<file path="src/rtl/trap_pkg.sv">
package trap_pkg;
    localparam int TT_W = 8;
    localparam logic [TT_W-1:0] TT_MISALIGN = 8'h07;
    localparam logic [TT_W-1:0] TT_IRQ_BASE = 8'h10;
    localparam logic [3:0]      LVL_NMI     = 4'hF;

    typedef enum logic [1:0] {
        DEC_NONE  = 2'd0,
        DEC_SYNC  = 2'd1,
        DEC_IRQ   = 2'd2,
        DEC_ERROR = 2'd3
    } trap_dec_e;
endpackage

</file>
<file path="src/rtl/trap_arbiter.sv">
module trap_arbiter
    import trap_pkg::*;
(
    input  logic            et,
    input  logic            err,
    input  logic [3:0]      pil,
    input  logic [3:0]      irq_lvl,
    input  logic            sync_req,
    input  logic            misalign,
    input  logic [TT_W-1:0] sync_tt,
    output trap_dec_e       dec,
    output logic [TT_W-1:0] tt_sel
);
    logic sync_any;
    logic irq_ok;

    always_comb begin
        sync_any = sync_req | misalign;
        irq_ok   = et && (irq_lvl != 4'd0) && ((irq_lvl == LVL_NMI) || (irq_lvl > pil));

        if (err)           dec = DEC_NONE;
        else if (sync_any) dec = et ? DEC_SYNC : DEC_ERROR;
        else if (irq_ok)   dec = DEC_IRQ;
        else               dec = DEC_NONE;

        if (misalign)      tt_sel = TT_MISALIGN;
        else if (sync_req) tt_sel = sync_tt;
        else               tt_sel = TT_IRQ_BASE + TT_W'(irq_lvl);
    end
endmodule

</file>
<file path="src/rtl/trap_vector.sv">
module trap_vector
    import trap_pkg::*;
#(
    parameter int XLEN = 32
) (
    input  logic [XLEN-TT_W-5:0] tba,
    input  logic [TT_W-1:0]      tt,
    output logic [XLEN-1:0]      vec_pc,
    output logic [XLEN-1:0]      vec_npc
);
    always_comb begin
        vec_pc  = {tba, tt, 4'b0000};
        vec_npc = vec_pc + XLEN'(4);
    end
endmodule

</file>
<file path="src/rtl/cwp_step.sv">
module cwp_step #(
    parameter int NWIN  = 8,
    parameter int CWP_W = $clog2(NWIN)
) (
    input  logic [CWP_W-1:0] cwp,
    output logic [CWP_W-1:0] cwp_dn
);
    generate
        if ((1 << CWP_W) == NWIN) begin : g_pow2
            assign cwp_dn = cwp - 1'b1;
        end else begin : g_generic
            assign cwp_dn = (cwp == '0) ? CWP_W'(NWIN - 1) : cwp - 1'b1;
        end
    endgenerate
endmodule

</file>
<file path="src/rtl/trap_entry_seq.sv">
module trap_entry_seq
    import trap_pkg::*;
#(
    parameter int XLEN  = 32,
    parameter int NWIN  = 8,
    parameter int CWP_W = $clog2(NWIN)
) (
    input  logic                 clk,
    input  logic                 rst,
    input  logic [XLEN-1:0]      pc_in,
    input  logic [XLEN-1:0]      npc_in,
    input  logic                 sync_req,
    input  logic [7:0]           sync_tt,
    input  logic                 misalign,
    input  logic [3:0]           irq_lvl,
    input  logic                 st_wr,
    input  logic                 st_wr_et,
    input  logic                 st_wr_s,
    input  logic [3:0]           st_wr_pil,
    input  logic [CWP_W-1:0]     st_wr_cwp,
    input  logic                 tba_wr,
    input  logic [XLEN-13:0]     tba_wr_val,
    output logic                 trap_taken,
    output logic                 err_mode,
    output logic [XLEN-1:0]      pc_o,
    output logic [XLEN-1:0]      npc_o,
    output logic [XLEN-1:0]      loc1_o,
    output logic [XLEN-1:0]      loc2_o,
    output logic                 et_o,
    output logic                 s_o,
    output logic                 ps_o,
    output logic [3:0]           pil_o,
    output logic [CWP_W-1:0]     cwp_o,
    output logic [XLEN-13:0]     tba_o,
    output logic [7:0]           tt_o
);
    localparam int TBA_W = XLEN - TT_W - 4;

    typedef struct packed {
        logic             et;
        logic             s;
        logic             ps;
        logic [3:0]       pil;
        logic [CWP_W-1:0] cwp;
        logic [TBA_W-1:0] tba;
        logic [TT_W-1:0]  tt;
        logic [XLEN-1:0]  pc;
        logic [XLEN-1:0]  npc;
        logic [XLEN-1:0]  loc1;
        logic [XLEN-1:0]  loc2;
        logic             err;
        logic             taken;
    } state_t;

    state_t st_d, st_q;

    trap_dec_e        dec;
    logic [TT_W-1:0]  tt_sel;
    logic [XLEN-1:0]  vec_pc, vec_npc;
    logic [CWP_W-1:0] cwp_dn;

    trap_arbiter u_arb (
        .et       (st_q.et),
        .err      (st_q.err),
        .pil      (st_q.pil),
        .irq_lvl  (irq_lvl),
        .sync_req (sync_req),
        .misalign (misalign),
        .sync_tt  (sync_tt),
        .dec      (dec),
        .tt_sel   (tt_sel)
    );

    trap_vector #(.XLEN(XLEN)) u_vec (
        .tba     (st_q.tba),
        .tt      (tt_sel),
        .vec_pc  (vec_pc),
        .vec_npc (vec_npc)
    );

    cwp_step #(.NWIN(NWIN), .CWP_W(CWP_W)) u_cwp (
        .cwp    (st_q.cwp),
        .cwp_dn (cwp_dn)
    );

    always_comb begin
        st_d       = st_q;
        st_d.taken = 1'b0;
        if (rst) begin
            st_d.et  = 1'b0;
            st_d.s   = 1'b1;
            st_d.pc  = '0;
            st_d.npc = XLEN'(4);
            st_d.err = 1'b0;
        end else begin
            case (dec)
                DEC_ERROR: st_d.err = 1'b1;
                DEC_SYNC, DEC_IRQ: begin
                    st_d.et    = 1'b0;
                    st_d.ps    = st_q.s;
                    st_d.s     = 1'b1;
                    st_d.cwp   = cwp_dn;
                    st_d.tt    = tt_sel;
                    st_d.pc    = vec_pc;
                    st_d.npc   = vec_npc;
                    st_d.loc1  = pc_in;
                    st_d.loc2  = npc_in;
                    st_d.taken = 1'b1;
                end
                default: begin
                    if (!st_q.err) begin
                        if (st_wr) begin
                            st_d.et  = st_wr_et;
                            st_d.s   = st_wr_s;
                            st_d.pil = st_wr_pil;
                            st_d.cwp = st_wr_cwp;
                        end
                        if (tba_wr) st_d.tba = tba_wr_val;
                    end
                end
            endcase
        end
    end

    always_ff @(posedge clk) begin
        st_q <= st_d;
    end

    assign trap_taken = st_q.taken;
    assign err_mode   = st_q.err;
    assign pc_o       = st_q.pc;
    assign npc_o      = st_q.npc;
    assign loc1_o     = st_q.loc1;
    assign loc2_o     = st_q.loc2;
    assign et_o       = st_q.et;
    assign s_o        = st_q.s;
    assign ps_o       = st_q.ps;
    assign pil_o      = st_q.pil;
    assign cwp_o      = st_q.cwp;
    assign tba_o      = st_q.tba;
    assign tt_o       = st_q.tt;

    // reset values are visible once reset releases
    p_reset_vals_r1: assert property (@(posedge clk) disable iff (rst)
        $fell(rst) |-> (!et_o && s_o && pc_o == '0 && npc_o == XLEN'(4) && !err_mode && !trap_taken));

    // reversible status changes on trap entry
    p_entry_status_r2: assert property (@(posedge clk) disable iff (rst)
        trap_taken |-> (!et_o && s_o && ps_o == $past(s_o)));

    // window pointer steps down modulo the window count
    p_cwp_step_r3: assert property (@(posedge clk) disable iff (rst)
        trap_taken |-> (cwp_o == (($past(cwp_o) == '0) ? CWP_W'(NWIN - 1) : CWP_W'($past(cwp_o) - 1'b1))));

    // locals capture the interrupted PC pair
    p_locals_r4: assert property (@(posedge clk) disable iff (rst)
        trap_taken |-> (loc1_o == $past(pc_in) && loc2_o == $past(npc_in)));

    // redirect vector built from the trap base register
    p_vector_r5: assert property (@(posedge clk) disable iff (rst)
        trap_taken |-> (pc_o == {tba_o, tt_o, 4'b0000} && npc_o == pc_o + XLEN'(4)));

    // interrupt level untouched by trap entry
    p_pil_kept_r6: assert property (@(posedge clk) disable iff (rst)
        trap_taken |-> $stable(pil_o));

    // nothing is taken while traps were disabled
    p_no_take_disabled_r8: assert property (@(posedge clk) disable iff (rst)
        !$past(et_o) |-> !trap_taken);

    // error mode is sticky outside reset
    p_err_sticky_r11: assert property (@(posedge clk) disable iff (rst)
        $past(err_mode) && !$past(rst) |-> err_mode);

    // strobe lasts one cycle
    p_strobe_single_r12: assert property (@(posedge clk) disable iff (rst)
        trap_taken |=> !trap_taken);
endmodule

</file>
<file path="config.mk">
export PLATFORM = sky130hd
export DESIGN_NAME = trap_entry_seq
export DESIGN_NICKNAME = d
export VERILOG_FILES = /design/src/rtl/trap_pkg.sv /design/src/rtl/trap_arbiter.sv /design/src/rtl/trap_vector.sv /design/src/rtl/cwp_step.sv /design/src/rtl/trap_entry_seq.sv
export SDC_FILE = /design/constraint.sdc
export NUM_CORES = 1
export LEC_CHECK = 0
export CAP_MARGIN = 10
export CORE_ASPECT_RATIO = 1.75
export CORE_MARGIN = 10
export CORE_UTILIZATION = 35
export DETAILED_ROUTE_END_ITERATION = 8
export PLACE_DENSITY = 0.75
export SETUP_SLACK_MARGIN = 0.02
export SLEW_MARGIN = 40
export SYNTH_ARGS = -nofsm -noshare
export SYNTH_HDL_FRONTEND = slang
export SYNTH_SLANG_ARGS = --single-unit
export TNS_END_PERCENT = 10
</file>
<file path="constraint.sdc">
create_clock -name clk -period 8.22 [get_ports clk]
set_input_delay 1.233 -clock clk [delete_from_list [all_inputs] [get_ports clk]]
set_output_delay 1.233 -clock clk [all_outputs]
set_load 0.02 [all_outputs]
</file>
==> flow_summary.toml, run 1 <==
[run_status]
status = "finished, final reports clean"

[synthesis]
async_reset_ff_share_pct = 0
netlist_area_mm2 = 0.00479
synth_top_family_by_area = "buffers and inverters"
synth.most_common_cell = "edfxtp_1"
synth_seq_area_share_pct = 76.1
netlist_top_cells_area = "edfxtp_1 (63%), dfxtp_1 (13%), buf_4 (5.8%)"
yosys-top-cells-count = "edfxtp_1 (100), buf_4 (37), nor2_1 (34), dfxtp_1 (32), mux2i_1 (25)"
post_synth_fa_ha_maj_area_fraction_pct = 1.83
synth_compound_area_share_pct = 2.90
ys_seq_elements = 132
ys.flop_type = "edfxtp_1"
synth_top_cell_area_share_pct = 62.7
synth_edf_count = 100
muxShareOfSynthArea_pct = 5.22
yosys.area_share.simple_pct = 6.19
yosys_warnings = 0
yosys.area.top_type = "edfxtp_1"
synth_cells = 307
avgSynthCellArea_um2 = 15.6
synth_xor_area_share_pct = 0.183
synth.distinct_cells = 31

[cells_and_area]
final_util_pct = 60.3
area_growth_pct = 68.4
nets = 677
drive_gt1_share_pct = 7.52
insertedDiodeCount = 0

[cts]
clockBufferDepth = 2
cts-hold-fix-buffers = 0
cts.clk_slew.worst_paths_ns = 0.06
cts_setup_buffers = 0
insertion_delay_ns = 0.41
htree_levels = 4
cts_tree = "yes"
cts_buffers = 17
numClockSinks = 132
postCtsResizedCells = 0
root_buffer = "clkbuf_16"

[worst_setup_path]
crit_path_max_fanout = 40
crit_path_start_kind = "input port"
end_kind = "flop"
crit_required_ns = 8.27
worstSetupPathType = "in -> reg"
critPathArrivalTime_ns = 5.20

[die]
die_w_um = 108
core-area_mm2 = 0.0134
num_rows = 56
die-area_mm2 = 0.0189
die_h_um = 175
design.portCount = 279
start_util_pct = 35.8

[power_and_ir_drop]
power_density_mw_per_mm2 = 267
p_leak_uw = 0.00298
vdd_drop_max_mv = 0.145

[routing]
firstDrtPassIters = 4
vias = 3381
wl_per_cell_um = 20.1
drc = 0
vias_per_cell = 4.53
drtAntennaViolNets = 0
detail_route.wirelength_um = 15000
drtIter0Drc = 113

[global_routing]
grt_max_degree = 41
antenna_found_initial = 0
gr-total-overflow = 0
grt_usage_pct = 15.1
grt_pass1_wl_um = 21500
grt_pass1_vias = 3690

[timing]
drv_slew = 0
setup_slack_ns = 3.07
finalSetupTns_ns = 0
min_period_ns = 5.15
setup_viol = 0
final-hold-violation-count = 0
slew_headroom_pct = 48.5
rsz0062_at_grt = "false"
worst_pin_slew_ns = 0.773
max_freq_mhz = 194
final.setup_skew_ns = 0.00900
fin_crit_sh_pct = 62.7

[placed_design]
dp_slack_ns = 2.23
numPortBuffers = 270
dp_hpwl_um = 11900
gp_congestion = 0.827

[worst_hold_path]
holdCritPathClass = "reg -> reg"

[job]
drv_cap = 0
metrics by stage:
stage | power [uW] | cells | area, um2 | hold WS (ns)
after floorplan | 1160 | 313 | 4810 | 0.554
after global placement | 1400 | 714 | 7450 | 0.496
after detailed placement | 1420 | 714 | 7450 | 0.511
after CTS | 2180 | 746 | 8050 | 0.526
after global routing | 2240 | 746 | 8060 | 0.536
final | 2150 | 746 | 8060 | 0.517
report_power, final:
group          switching (uW)  total (uW)  leakage (uW)  internal, uW
registers                41.0         858       0.00119           817
logic                     282         541       0.00150           259
clock network             298         754      0.000287           456
layer usage:
metal / GRT usage, % / vias up / share of wire (%)
met2: 26.9 / 199 / 53
li1: - / 1563 / -
met5: 0 / - / 0
met1: 14.4 / 1603 / 34
met4: 5.57 / 0 / 1.8
met3: 7.15 / 16 / 11
cell families (layout without fill, tap and decap cells):
| kind of cell | count (synthesis) | count (layout) |
|---|---|---|
| muxes | 25 | 25 |
| other | 2 | 8 |
| adders and majority gates | 7 | 7 |
| DFF | 132 | 132 |
| AOI/OAI and AO/OA | 21 | 21 |
| xor gates and xnor gates | 1 | 1 |
| and+or+nand+nor | 64 | 64 |
| buffers and inverters | 55 | 314 |
path summary, 6_finish.rpt:
| kind | startpoint | end | slack [ns] | cells after the start |
|---|---|---|---|---|
| worst max-delay path | irq_lvl[0] | tt_o[7]$_DFFE_PP_ | 3.07 | 11 |
| worst min-delay path | s_o$_SDFFE_PP1P_ | ps_o$_DFFE_PP_ | 0.52 | 0 |
| worst max register to register | pil_o[2]$_DFFE_PP_ | tt_o[7]$_DFFE_PP_ | 4.06 | 10 |
| worst min register to register | s_o$_SDFFE_PP1P_ | ps_o$_DFFE_PP_ | 0.52 | 0 |
sequential cells by signal, summed over array words and instances (netlist names), 3 cells and up:
| name | cells |
|---|---|
| loc1_o | 32 |
| loc2_o | 32 |
| pc_o | 28 |
| tba_o | 20 |
| tt_o | 8 |
| pil_o | 4 |
| cwp_o | 3 |
cell type report:
class                   instances  area [um2]
inverters                       9        33.8
flip-flops and latches        132        3640
fillers                      1079        5320
repair buffers                273        2720
clock inverters                15         170
clock buffers                  17         425
well taps                     174         218
multi-input cells             126         853
critical path: stages:
cell and delay, ns:
clkdlybuf4s50_1 0.50, inv_1 0.09, ha_1 0.30, nand4_1 0.13, o31ai_1 0.11, a211o_1 0.32
a221o_1 0.39, ha_4 0.61, inv_1 0.32, nor2_4 0.62, buf_4 0.54
cells in the final DEF, fill, tap and decap left out, types with 2 or more instances in the layout:
| cell type | netlist | routed |
|---|---|---|
| clkdlybuf4s50_1 | 0 | 269 |
| edfxtp_1 | 100 | 100 |
| nor2_1 | 34 | 33 |
| dfxtp_1 | 32 | 32 |
| mux2i_1 | 25 | 25 |
| clkbuf_16 | 0 | 17 |
| nand2_1 | 11 | 11 |
| inv_1 | 9 | 9 |
| conb_1 | 2 | 8 |
| a21oi_1 | 6 | 6 |
| ha_1 | 7 | 6 |
| o21ai_0 | 5 | 5 |
| inv_6 | 0 | 5 |
| a211o_1 | 4 | 4 |
| nor2b_1 | 4 | 4 |
| and2_1 | 3 | 3 |
| nand4_1 | 3 | 3 |
| nor3_1 | 3 | 3 |
| inv_8 | 0 | 3 |
| clkinvlp_4 | 0 | 3 |
| buf_4 | 37 | 3 |
| bufinv_16 | 0 | 2 |
| clkinv_2 | 0 | 2 |
Note: power is estimated with default switching activity, not from simulation.
==> inputs of run 2 (changes only) <==
clock period = 5 ns   (was 8.22 ns; I/O delays follow)
==> run 2 against run 1 <==
Wire length shrank 1.1%. Worst hold slack worse by 0.021 ns. Via count is 1.6% lower. Critical path type unchanged.
==> flow_summary.toml, run 2 (synthesis gave the netlist of run 1 again) <==
[run_status]
status = "finished, final reports clean"

[timing]
max_freq_mhz = 266
final.setup_skew_ns = 0.00897
whs_ns = 0.496
drv_slew = 0
min_period_ns = 3.76
finalSetupTns_ns = 0
final-hold-violation-count = 0
rsz0062_at_grt = "false"
fin_crit_sh_pct = 75.2
setup_viol = 0
slew_headroom_pct = 49.5
worst_pin_slew_ns = 0.757

[cells_and_area]
nets = 677
drive_gt1_share_pct = 7.52
layout_common_cells = "clkdlybuf4s50_1 (269), edfxtp_1 (100), nor2_1 (33)"
final_cells = 747
final_common_cell = "clkdlybuf4s50_1"
area_growth_pct = 68.4

[die]
design.portCount = 279
num_rows = 56
core-area_mm2 = 0.0134
die_h_um = 175
die_w_um = 108
die-area_mm2 = 0.0189
start_util_pct = 35.8

[worst_setup_path]
worstSetupPathType = "in -> reg"
crit_path_start_kind = "input port"
max_stage_delay_ns = 0.48
path_cells = "clkdlybuf4s50_1 > ha_1 > nand4_1 > o31ai_1 > a211o_1 > a221o_1 > ha_2 > inv_1 > nor2_4 > buf_12"
critPathArrivalTime_ns = 3.84
crit_required_ns = 5.08
end_kind = "flop"
crit_path_max_fanout = 58
crit_slowest_cell = "clkdlybuf4s50_1"

[global_routing]
grt_pass1_vias = 3810
top_usage_layer = "met2"
grt_max_degree = 59
grt_pass1_wl_um = 21900
gr-total-overflow = 0
use_met3_pct = 7.55
grt.met1_usage_pct = 13.6
antenna_found_initial = 1
grt_usage_pct = 15.4
use_met2_pct = 28.0

[cts]
insertion_delay_ns = 0.41
clockBufferDepth = 2
cts.clk_slew.worst_paths_ns = 0.06
postCtsResizedCells = 0
cts_setup_buffers = 0
root_buffer = "clkbuf_16"
cts-hold-fix-buffers = 0
htree_levels = 4
cts_buffers = 17
numClockSinks = 132
cts_tree = "yes"

[routing]
drtAntennaViolNets = 0
vias = 3328
detail_route.wirelength_um = 14800
firstDrtPassIters = 4
wl_per_cell_um = 19.8
drtIter0Drc = 96
drc = 0
vias_per_cell = 4.46

[placed_design]
dp_cells = 714
gp_congestion = 0.813
dp_hpwl_um = 12000
numPortBuffers = 270

[power_and_ir_drop]
vdd_drop_max_mv = 0.279
p_leak_uw = 0.00299
power_density_mw_per_mm2 = 434

[job]
drv_cap = 0

[worst_hold_path]
holdCritPathClass = "reg -> reg"
[run 2: cell types whose count changed in the layout (fill, tap and decap cells not counted), sizes merged]
cell,change
bufinv,-1
clkinv,+2
clkinvlp,-1
diode,+1
[run 2: final cells by class]
class                           instances  area, um2
Timing Repair Buffer                  273       2730
Clock inverter                         15        166
Fill cell                            1057       5320
Tap cell                              174        218
Multi-Input combinational cell        126        843
Sequential cell                       132       3640
Clock buffer                           17        425
Antenna cell                            1       2.50
Inverter                                9       33.8
[run 2: critical path: cells and delay by family]
kind	cells	cell delay, ns
buffers and inverters	3	0.99
AOI/OAI and AO/OA	3	0.78
adders and majority gates	2	0.69
and+or+nand+nor	2	0.60
[run 2: final timing paths]
kind	startpoint	to	slack (ns)	cells after the start
max reg2reg	pil_o[2]$_DFFE_PP_	loc1_o[31]$_DFFE_PP_	1.71	10
min reg2reg	et_o$_SDFFE_PP0P_	et_o$_SDFFE_PP0P_	0.50	2
max	irq_lvl[2]	loc1_o[31]$_DFFE_PP_	1.24	10
min	et_o$_SDFFE_PP0P_	et_o$_SDFFE_PP0P_	0.50	2
[run 2: stage by stage]
stage	util [%]	worst slack, ns	instance area (um2)	power, uW
floorplan	-	0.229	4810	1900
global placement	55.8	0.958	7460	2310
detailed placement	55.8	0.821	7460	2330
CTS	60.2	1.24	8060	3550
global route	60.3	1.01	8070	3660
finish	60.3	1.24	8070	3500
[run 2: routing by layer]
metal  share of wire, %  up-vias  routed length, um
li1                   -     1563                  -
met1                 32     1555               4750
met2                 54      184               8030
met3                 11       26               1670
met4                2.5        0                369
met5                  0        -                  0
[run 2: power by group]
part	total [uW]	internal [uW]	switching (uW)
registers	1410	1340	68.2
logic	883	423	460
clock network	1200	709	495
==> inputs of run 3 (changes only) <==
CORE_UTILIZATION = 34   (was 35)
PLACE_DENSITY = 0.76   (was 0.75)
clock period = 3.15 ns   (was 5 ns; I/O delays follow)
==> run 3 against run 2 <==
Critical path depth is 1 higher. Global-route usage about the same. Clock power is 58% higher. Register-to-register slack worse by 1.2 ns. Sequential power grew 59%. Total power increased by 61%. Count of clock-buffer cells in the layout increased by 1. Critical endpoint is now loc2_o[14]$_DFFE_PP_. Highest routed layer unchanged.
==> flow_summary.toml, run 3 (synthesis gave the netlist of run 1 again) <==
[run_status]
status = "finished, final reports clean"

[global_routing]
antenna_found_initial = 0
grt_pass1_vias = 3855
gr-total-overflow = 0
grt_usage_pct = 15.4
grt_max_degree = 45
grt_pass1_wl_um = 22200

[worst_setup_path]
critPathArrivalTime_ns = 2.90
rrSetupSlack_ns = 0.55
rr_endpoint = "loc2_o[14]$_DFFE_PP_"
worst-path-buf-inv = 4
max_stage_delay_ns = 0.48
crit_path_start_kind = "input port"
path_cells = "clkdlybuf4s50_1 > inv_1 > ha_1 > nand4_1 > o31ai_1 > a211o_1 > a221o_1 > ha_4 > inv_2 > nor2_4 > buf_12"
end_kind = "flop"
crit_slowest_cell = "clkdlybuf4s50_1"
crit_required_ns = 3.24
crit_path_max_fanout = 44
cp_top_family = "buffers and inverters"
r2r_cells = 10
r2r_start = "pil_o[1]$_DFFE_PP_"
worstSetupPathType = "in -> reg"

[placed_design]
gp_congestion = 0.859
numPortBuffers = 270
dp_hpwl_um = 12500

[routing]
vias_per_cell = 4.55
drc = 0
wl_per_cell_um = 20.2
detail_route.wirelength_um = 15500
vias = 3479
drtAntennaViolNets = 0
drtIter0Drc = 109
firstDrtPassIters = 6

[timing]
setup_viol = 0
drv_slew = 0
rsz0062_at_grt = "false"
final-hold-violation-count = 0
fin_crit_sh_pct = 89.0
worst_pin_slew_ns = 0.751
min_period_ns = 2.80
max_freq_mhz = 357
slew_headroom_pct = 49.9
whs_ns = 0.493
final.setup_skew_ns = 0.00916

[cells_and_area]
layout_common_cells = "clkdlybuf4s50_1 (269), edfxtp_1 (100), nor2_1 (33)"
insertedDiodeCount = 0
seq_area_mm2 = 0.00364
nets = 693
fillCellCount = 1104
drive_gt1_share_pct = 10.2
multi_input_area_um2 = 866
area_growth_pct = 71.2
final_util_pct = 59.3
final_common_cell = "clkdlybuf4s50_1"

[cts]
cts_tree = "yes"
root_buffer = "clkbuf_16"
insertion_delay_ns = 0.41
cts-hold-fix-buffers = 0
postCtsResizedCells = 0
numClockSinks = 132
cts.clk_slew.worst_paths_ns = 0.06
clockBufferDepth = 2
cts_setup_buffers = 0
cts_buffers = 17
htree_levels = 4

[power_and_ir_drop]
switching_share_pct = 29.3
seq_power_share_pct = 39.7
switchingPower_uw = 1650
p_int_uw = 3980
vdd_drop_max_mv = 0.490
clockPowerShare_pct = 33.5
power_density_mw_per_mm2 = 687
p_comb_share_pct = 26.8
p_leak_uw = 0.00305

[die]
die_w_um = 110
num_rows = 57
start_util_pct = 34.6
die-area_mm2 = 0.0194
die_h_um = 177
core-area_mm2 = 0.0138
design.portCount = 279

[worst_hold_path]
holdPathStages = 0
min_to = "ps_o$_DFFE_PP_"
hp-start = "s_o$_SDFFE_PP1P_"
holdCritPathClass = "reg -> reg"

[job]
drv_cap = 0
run 3: per-stage QoR:
stage	power (uW)	area, um2	instances	setup TNS [ns]	worst slack [ns]
6_report	5630	8200	765	0	0.345
5_1_grt	5860	8200	765	0	0.200
4_1_cts	5710	8190	765	0	0.364
3_5_place_dp	3800	7620	733	-4.14	-0.0644
3_3_place_gp	3760	7620	733	-0.732	-0.0200
2_1_floorplan	3030	4860	313	-27.38	-0.375
run 3: cell type report:
class,instances,share of cell area (%)
timing repair buffer,289,34.9
multi-input combinational,126,10.6
inverter,9,0.412
sequential,132,44.4
tap,177,2.70
clock inverter,14,1.72
clock buffer,18,5.23
run 3: power by group through the flow:
stage	clock [uW]	combinational [uW]	sequential, uW
5_1_grt	2010	1590	2260
4_1_cts	1930	1530	2240
3_3_place_gp	0	1490	2270
3_5_place_dp	0	1520	2280
6_report	1890	1510	2240
2_1_floorplan	0	518	2510
run 3: how the worst max path moves through the flow:
stage / cells after the start / start / to
2_1_floorplan: 10 / pil_o[1]$_DFFE_PP_ / loc1_o[0]$_DFFE_PP_
6_report: 11 / irq_lvl[0] / loc2_o[14]$_DFFE_PP_
3_5_place_dp: 11 / irq_lvl[0] / loc2_o[1]$_DFFE_PP_
3_3_place_gp: 11 / irq_lvl[0] / loc1_o[1]$_DFFE_PP_
4_1_cts: 11 / irq_lvl[0] / loc2_o[18]$_DFFE_PP_
5_1_grt: 12 / irq_lvl[0] / pc_o[4]$_SDFFE_PP0P_
run 3: worst register-to-register path: cells and delay by family (launching register included):
family | cells | cell delay, ns
AOI/OAI and AO/OA | 3 | 0.72
adders and majority gates | 2 | 0.53
DFF | 1 | 0.38
buffers and inverters | 3 | 0.38
and+or+nand+nor | 2 | 0.26
run 3: routing by layer:
metal / routed length, um / GRT usage, % / vias up / part of all wire [%]
li1: - / - / 1596 / -
met1: 5100 / 14.0 / 1670 / 33
met2: 8630 / 29.0 / 190 / 56
met3: 1400 / 5.94 / 23 / 9.1
met4: 326 / 5.99 / 0 / 2.1
met5: 0 / 0 / - / 0
